File: src/rtl/interval_timer.sv
module interval_timer #(
  parameter int W      = 32,
  parameter int AR_BIT = 22,
  parameter int IE_BIT = 26,
  parameter int EX_BIT = 27
) (
  input  logic         clk,
  input  logic         rst,
  input  logic         tick_en,
  input  logic         pit_wr,
  input  logic [W-1:0] pit_wdata,
  output logic [W-1:0] pit_rdata,
  input  logic         ctl_wr,
  input  logic [31:0]  ctl_wdata,
  output logic [31:0]  ctl_rdata,
  input  logic         sts_wr,
  input  logic [31:0]  sts_wdata,
  output logic [31:0]  sts_rdata,
  output logic         irq
);

  localparam logic [31:0] CTL_MASK = (32'd1 << AR_BIT) | (32'd1 << IE_BIT);
  localparam logic [31:0] STS_MASK = 32'd1 << EX_BIT;
  localparam logic [W-1:0] ONE = {{(W-1){1'b0}}, 1'b1};

  logic [W-1:0] cnt_q, rld_q;
  logic [31:0]  ctl_q, sts_q;
  logic         auto_rl, int_en, expire;

  assign auto_rl = ctl_q[AR_BIT];
  assign int_en  = ctl_q[IE_BIT];
  assign expire  = tick_en && !pit_wr && (cnt_q == ONE);

  always_ff @(posedge clk) begin
    if (rst) begin
      cnt_q <= '0;
      rld_q <= '0;
    end else if (pit_wr) begin
      cnt_q <= pit_wdata;
      rld_q <= pit_wdata;
    end else if (expire) begin
      cnt_q <= auto_rl ? rld_q : '0;
    end else if (tick_en && cnt_q != '0) begin
      cnt_q <= cnt_q - ONE;
    end
  end

  always_ff @(posedge clk) begin
    if (rst)
      ctl_q <= '0;
    else if (ctl_wr)
      ctl_q <= ctl_wdata & CTL_MASK;
  end

  always_ff @(posedge clk) begin
    if (rst)
      sts_q <= '0;
    else if (expire)
      sts_q <= sts_q | STS_MASK;
    else if (sts_wr)
      sts_q <= sts_q & ~(sts_wdata & STS_MASK);
  end

  assign pit_rdata = cnt_q;
  assign ctl_rdata = ctl_q;
  assign sts_rdata = sts_q;
  assign irq       = sts_q[EX_BIT] & int_en;

  assert_hold_R2: assert property (@(posedge clk) disable iff (rst)
    !tick_en && !pit_wr |=> pit_rdata == $past(pit_rdata));

  assert_dec_R2: assert property (@(posedge clk) disable iff (rst)
    tick_en && !pit_wr && pit_rdata > ONE |=> pit_rdata == $past(pit_rdata) - ONE);

  assert_expire_R3: assert property (@(posedge clk) disable iff (rst)
    tick_en && !pit_wr && pit_rdata == ONE |=> sts_rdata[EX_BIT]);

  assert_sticky_R3: assert property (@(posedge clk) disable iff (rst)
    sts_rdata[EX_BIT] && !(sts_wr && sts_wdata[EX_BIT]) |=> sts_rdata[EX_BIT]);

  assert_reload_R4: assert property (@(posedge clk) disable iff (rst)
    tick_en && !pit_wr && pit_rdata == ONE && ctl_rdata[AR_BIT] |=> pit_rdata == rld_q);

  assert_oneshot_R5: assert property (@(posedge clk) disable iff (rst)
    tick_en && !pit_wr && pit_rdata == ONE && !ctl_rdata[AR_BIT] |=> pit_rdata == '0);

  assert_stopped_R6: assert property (@(posedge clk) disable iff (rst)
    pit_rdata == '0 && !pit_wr |=> pit_rdata == '0 && !$rose(sts_rdata[EX_BIT]));

  assert_mask_R7: assert property (@(posedge clk) disable iff (rst)
    !ctl_rdata[IE_BIT] |-> !irq);

  assert_write_R8: assert property (@(posedge clk) disable iff (rst)
    pit_wr |=> pit_rdata == $past(pit_wdata));

  assert_ctlbits_R10: assert property (@(posedge clk) disable iff (rst)
    (ctl_rdata & ~CTL_MASK) == '0);

endmodule

File: config.mk
export PLATFORM = sky130hd
export DESIGN_NAME = interval_timer
export DESIGN_NICKNAME = d
export VERILOG_FILES = /design/src/rtl/interval_timer.sv
export SDC_FILE = /design/constraint.sdc
export NUM_CORES = 1
export LEC_CHECK = 0
export BUFFER_PORTS_ARGS = -buffer_cell sky130_fd_sc_hd__buf_2
export CAP_MARGIN = 10
export CORE_ASPECT_RATIO = 1.1
export CORE_MARGIN = 4
export CORE_UTILIZATION = 50
export CTS_CLUSTER_SIZE = 25
export DETAILED_ROUTE_END_ITERATION = 7
export PLACE_DENSITY = 0.9
export SYNTH_ARGS = -nofsm -noshare
export SYNTH_HDL_FRONTEND = slang
export SYNTH_SLANG_ARGS = --single-unit
File: constraint.sdc
create_clock -name clk -period 6.7 [get_ports clk]
set_input_delay 2.01 -clock clk [delete_from_list [all_inputs] [get_ports clk]]
set_output_delay 2.01 -clock clk [all_outputs]
set_load 0.01 [all_outputs]
=== Word-level counts from Yosys, hierarchy flattened ===
Cells that the tools add are included.

* Register bits after elaboration: 98
* Bits of input ports: 102
* Output and inout bits: 97
* Logic and storage cells: 25

* Add/subtract/negate cells: 1
* Equality and inequality tests: 1
* Muxes and demuxes: 6
* Bitwise logic cells: 4
* Reduce and logical (&&, ||, !) cells: 8

{| class="wikitable"
|+ Operators by type and width
! kind !! count
|-
| two-way mux 32 bit || 4
|-
| two-way mux 28 bit || 2
|-
| bitwise AND 32 bit || 1
|-
| == test 32 x 1 -> 1 bit, second input constant || 1
|-
| NOT 28 -> 32 bit || 1
|-
| nonzero test 32 bit || 1
|-
| subtractor 32 x 1 -> 32 bit, second input constant || 1
|-
| logical AND 1 bit || 3
|-
| nonzero test 3 bit || 1
|-
| AND reduction 2 bit || 1
|-
| nonzero test 2 bit || 1
|-
| bitwise AND 1 bit || 1
|-
| zero test 1 bit || 1
|-
| NOT 1 bit || 1
|}

=== Logic depth before layout (Yosys ltp) ===
* Word-level depth: 5
* Gate-level depth with buffers: 11
* Mapped depth without buffers: 8

=== Worst setup path after synthesis ===
No wires, ideal clock.

* Path type: input port to flip-flop
* From: input port pit_wr
* To: register cnt_q[27] (netlist: pit_rdata[27])
* Setup time: 0.095 ns
* Arrival: 3.524 ns
* Data required time: 6.605 ns
* Slack: 3.081 ns
* Stages on the path: 7
* Path buffers: 1
* Cells stage by stage: nor4b_1 -> and4_1 -> and4_1 -> buf_2 -> a21boi_0 -> a21o_1 -> a221oi_1

* Longest elaborated chain between the ends: 5
* Elaborated cells between the ends (all ways): 6
* Those cells by class: mux (2); reduce/logical (4)

{| class="wikitable"
|+ RTL lines
! element !! RTL line !! RTL
|-
| from (decl) || 10 || <nowiki>input logic pit_wr,</nowiki>
|-
| zero test 1 bit || 32 || <nowiki>assign expire = tick_en && !pit_wr && (cnt_q == ONE);</nowiki>
|-
| logical AND 1 bit (2 in a row) || 32 ||
|-
| two-way mux 32 bit || 41 || <nowiki>end else if (expire) begin</nowiki>
|-
| two-way mux 32 bit || 38 || <nowiki>end else if (pit_wr) begin</nowiki>
|-
| to (signal assigned) || 39 || <nowiki>cnt_q <= pit_wdata;</nowiki>
|-
| to (signal assigned) || 42 || <nowiki>cnt_q <= auto_rl ? rld_q : '0;</nowiki>
|-
| to (signal assigned) || 44 || <nowiki>cnt_q <= cnt_q - ONE;</nowiki>
|-
| to (decl) || 26 || <nowiki>logic [W-1:0] cnt_q, rld_q;</nowiki>
|}

Parallel ways exist; a longest one is shown, timed or not.
A chain may end at the register's enable or synchronous reset.

=== Worst setup path after layout ===
* From: input port pit_wr
* To: register cnt_q[23] (netlist: pit_rdata[23])

Same word-level chain as after synthesis.

==> results.toml <==
[setup_path]
ff2ff_path_depth = 6
crit_arrival_ns = 4.63
critPathSlowestCell = "inv_1"
crit_required_ns = 6.97
critPathBufInv = 3
r2r_start = "pit_rdata[16]"
end_kind = "flip-flop"
crit_chain = "buf_2 > buf_4 > inv_1 > nand2_1 > nor4_4 > a22oi_1 > a21o_1 > a21oi_1"
cp-start-kind = "input port"
cpPeakStageDelay_ns = 0.74
r2r-end = "pit_rdata[27]"
critPathMaxFanout = 65
crit_type = "in -> reg"
r2r_slack_ns = 3.55
critPathTopFamily = "buffers and inverters"

[synth]
yosysTopAreaCellShare = 0.328
synth.cell_area_um2 = 4090
ys_ff_latch = 67
synth_warnings = 0
syn_inst = 495
synth_ff_type = "dfxtp_1"
async_flop_share = 0
seq_area_frac_synth = 0.328
ys_types = 67
synth_edf_count = 0
yosysTopAreaCell = "dfxtp_1"
syn_area_per_cell_um2 = 8.26
synth_area_leaders = "dfxtp_1, buf_4, a21oi_1"

[global_routing]
grt_pass1_wl_um = 16600
grt_max_degree = 69
grt_overflow_total = 0
antenna_found_initial = 0
grt_pass1_vias = 3429
grt_use_total = 0.214

[drt]
wl_per_cell_um = 16.2
num_vias = 3899
viasPerCell = 5.87
firstDrtPassIters = 5
drt_drc_violations_left = 0
ant_nets = 0
drt_iter0_drc = 299
drt-total-wl_um = 10700

[timing]
maxSlewViolCount = 0
setup_viol = 0
tns_ns = 0
relSlewSlack = 0.410
hold_viol = 0
skew_ns = 0.00605
worstMarginPinSlew_ns = 0.879
finalCritPeriodShare = 0.652
max_freq_ghz = 0.229
rsz0062_at_grt = "false"
min_period_ns = 4.37

[die]
core_um2 = 7960
die_x_um = 94.2
num_rows = 34
top_level_ports = 199
start_util = 0.514
die_y_um = 103
die-area_um2 = 9690

[worst_hold_path]
hold_path_depth = 2
hold_path_class = "reg -> reg"
hold_start = "rld_q[10]"
min_to = "rld_q[10]"

[placed_design]
port_buffers = 76
place.gp.congestion = 0.830
placed_area_um2 = 4190
dp.final_hpwl_um = 7320

[clock_network]
cts_hold_buf = 0
path_clk_slew_ns = 0.07
clkLatencyLatePin_ns = 0.34
clk_path_buf_depth = 2
postCtsResizedCells = 0
clockRootBuffer = "clkbuf_8"
htree_levels = 3
cts_tree = "yes"
cts_made_buffers = 9
clock-sinks = 67
post_cts_buffers = 0

[pwr]
ir_drop_v = 0.000155
power.leakage_nw = 1.92
power.density_nw_per_um2 = 227

[cells_and_area]
fillers = 748
diodes = 0
fin_area_um2 = 4360
drive_gt1_frac = 0.189
fin_nets = 656
areaGrowthSynthToFinish_pct = 6.76

[outcome]
status = "finished, final reports clean"

[job]
maxCapViolations = 0
==> placed cells by master, fill, tap and decap left out, types with 6 or more instances in the layout <==
cell type / Yosys / layout
buf_2: 4 / 76
dfxtp_1: 67 / 67
conb_1: 1 / 61
nand2_1: 52 / 52
nor2_1: 45 / 45
a21oi_1: 44 / 44
mux2i_1: 18 / 18
nor3_1: 15 / 15
a31oi_1: 12 / 12
nand3_1: 9 / 9
clkbuf_8: 3 / 9
inv_1: 8 / 8
a22oi_1: 7 / 7
a221oi_1: 7 / 7
a221o_1: 7 / 7
nor4_1: 6 / 6
nand4_1: 6 / 6
==> state kept, by name, summed over array words and instances, names as in the netlist <==
name	count
ctl_rdata	2
rld_q	32
sts_rdata	1
pit_rdata	32
==> kinds of logic (layout without fill, tap and decap cells) <==
group / count (synthesis) / in the layout / synth area share
xor+xnor: 4 / 4 / 0.00857
other cells: 1 / 61 / 0.000917
flops: 67 / 67 / 0.328
buf+inv: 101 / 102 / 0.169
fa+ha+maj: 2 / 2 / 0.00612
compound gates: 131 / 131 / 0.231
mux: 18 / 18 / 0.0441
simple gates: 171 / 171 / 0.212
==> cell usage after synthesis, drive strengths merged (2+ instances only) <==
master	count
buf	74
dfxtp	67
nand2	53
nor2	47
a21oi	45
clkbuf	19
mux2i	18
nor3	15
a31oi	12
nand3	9
inv	8
nor4	8
a221o	7
a221oi	7
a22oi	7
or4	7
nand4	6
or3	6
a211o	5
o21a	5
o21ai	5
a211oi	4
a21o	4
a22o	4
a41o	4
nand2b	4
o31ai	4
a311oi	3
and2	3
and3	3
nand3b	3
o211ai	3
o311ai	3
xnor2	3
a21boi	2
and4	2
ha	2
nand4b	2
==> layout make-up <==
type,count,area (µm²),share of cell area
Tap cell,108,135,0.0310
Clock buffer,12,135,0.0310
Inverter,8,30.0,0.00688
Timing Repair Buffer,79,403,0.0923
Clock inverter,3,40.0,0.00917
Sequential cell,67,1340,0.307
Multi-Input combinational cell,387,2280,0.522
==> worst max-delay path by stage <==
stage / depth (start not counted) / start / to / slack [ns]
6_report: 8 / pit_wr / pit_rdata[23] / 2.33
5_1_grt: 8 / pit_wr / pit_rdata[22] / 2.14
4_1_cts: 8 / pit_wr / pit_rdata[22] / 2.32
3_5_place_dp: 8 / pit_wr / pit_rdata[22] / 1.96
3_3_place_gp: 8 / pit_wr / pit_rdata[23] / 2.00
2_1_floorplan: 7 / pit_wr / pit_rdata[27] / 3.08
==> power breakdown <==
part	internal, mW	leakage, nW	switching, mW
sequential	0.424	0.552	0.0277
combinational	0.0822	1.28	0.138
clock	0.169	0.0902	0.150
total	0.676	1.92	0.316
==> tightest hold or removal path, delay by kind of cell (launching register included) <==
kind / cells / cell delay [ns]
flops: 1 / 0.31
simple gates: 1 / 0.05
compound gates: 1 / 0.05
==> metrics by stage <==
step | setup slack (ns) | power [mW] | util | cells | hold WS (ns)
2_1_floorplan | 3.08 | 0.647 | - | 555 | 0.437
3_3_place_gp | 2.00 | 0.666 | 0.527 | 649 | 0.444
3_5_place_dp | 1.96 | 0.676 | 0.527 | 649 | 0.451
4_1_cts | 2.32 | 0.990 | 0.549 | 664 | 0.460
5_1_grt | 2.14 | 1.04 | 0.549 | 664 | 0.475
6_report | 2.33 | 0.992 | 0.549 | 664 | 0.459
==> per-layer routing <==
layer	share of wire	wire, µm	track usage	vias up
li1	-	-	-	1794
met1	0.38	4080	0.267	1848
met2	0.50	5330	0.359	229
met3	0.10	1080	0.0511	28
met4	0.023	248	0.0844	0
met5	0	0	0	-
(Power assumes the default switching activity.)
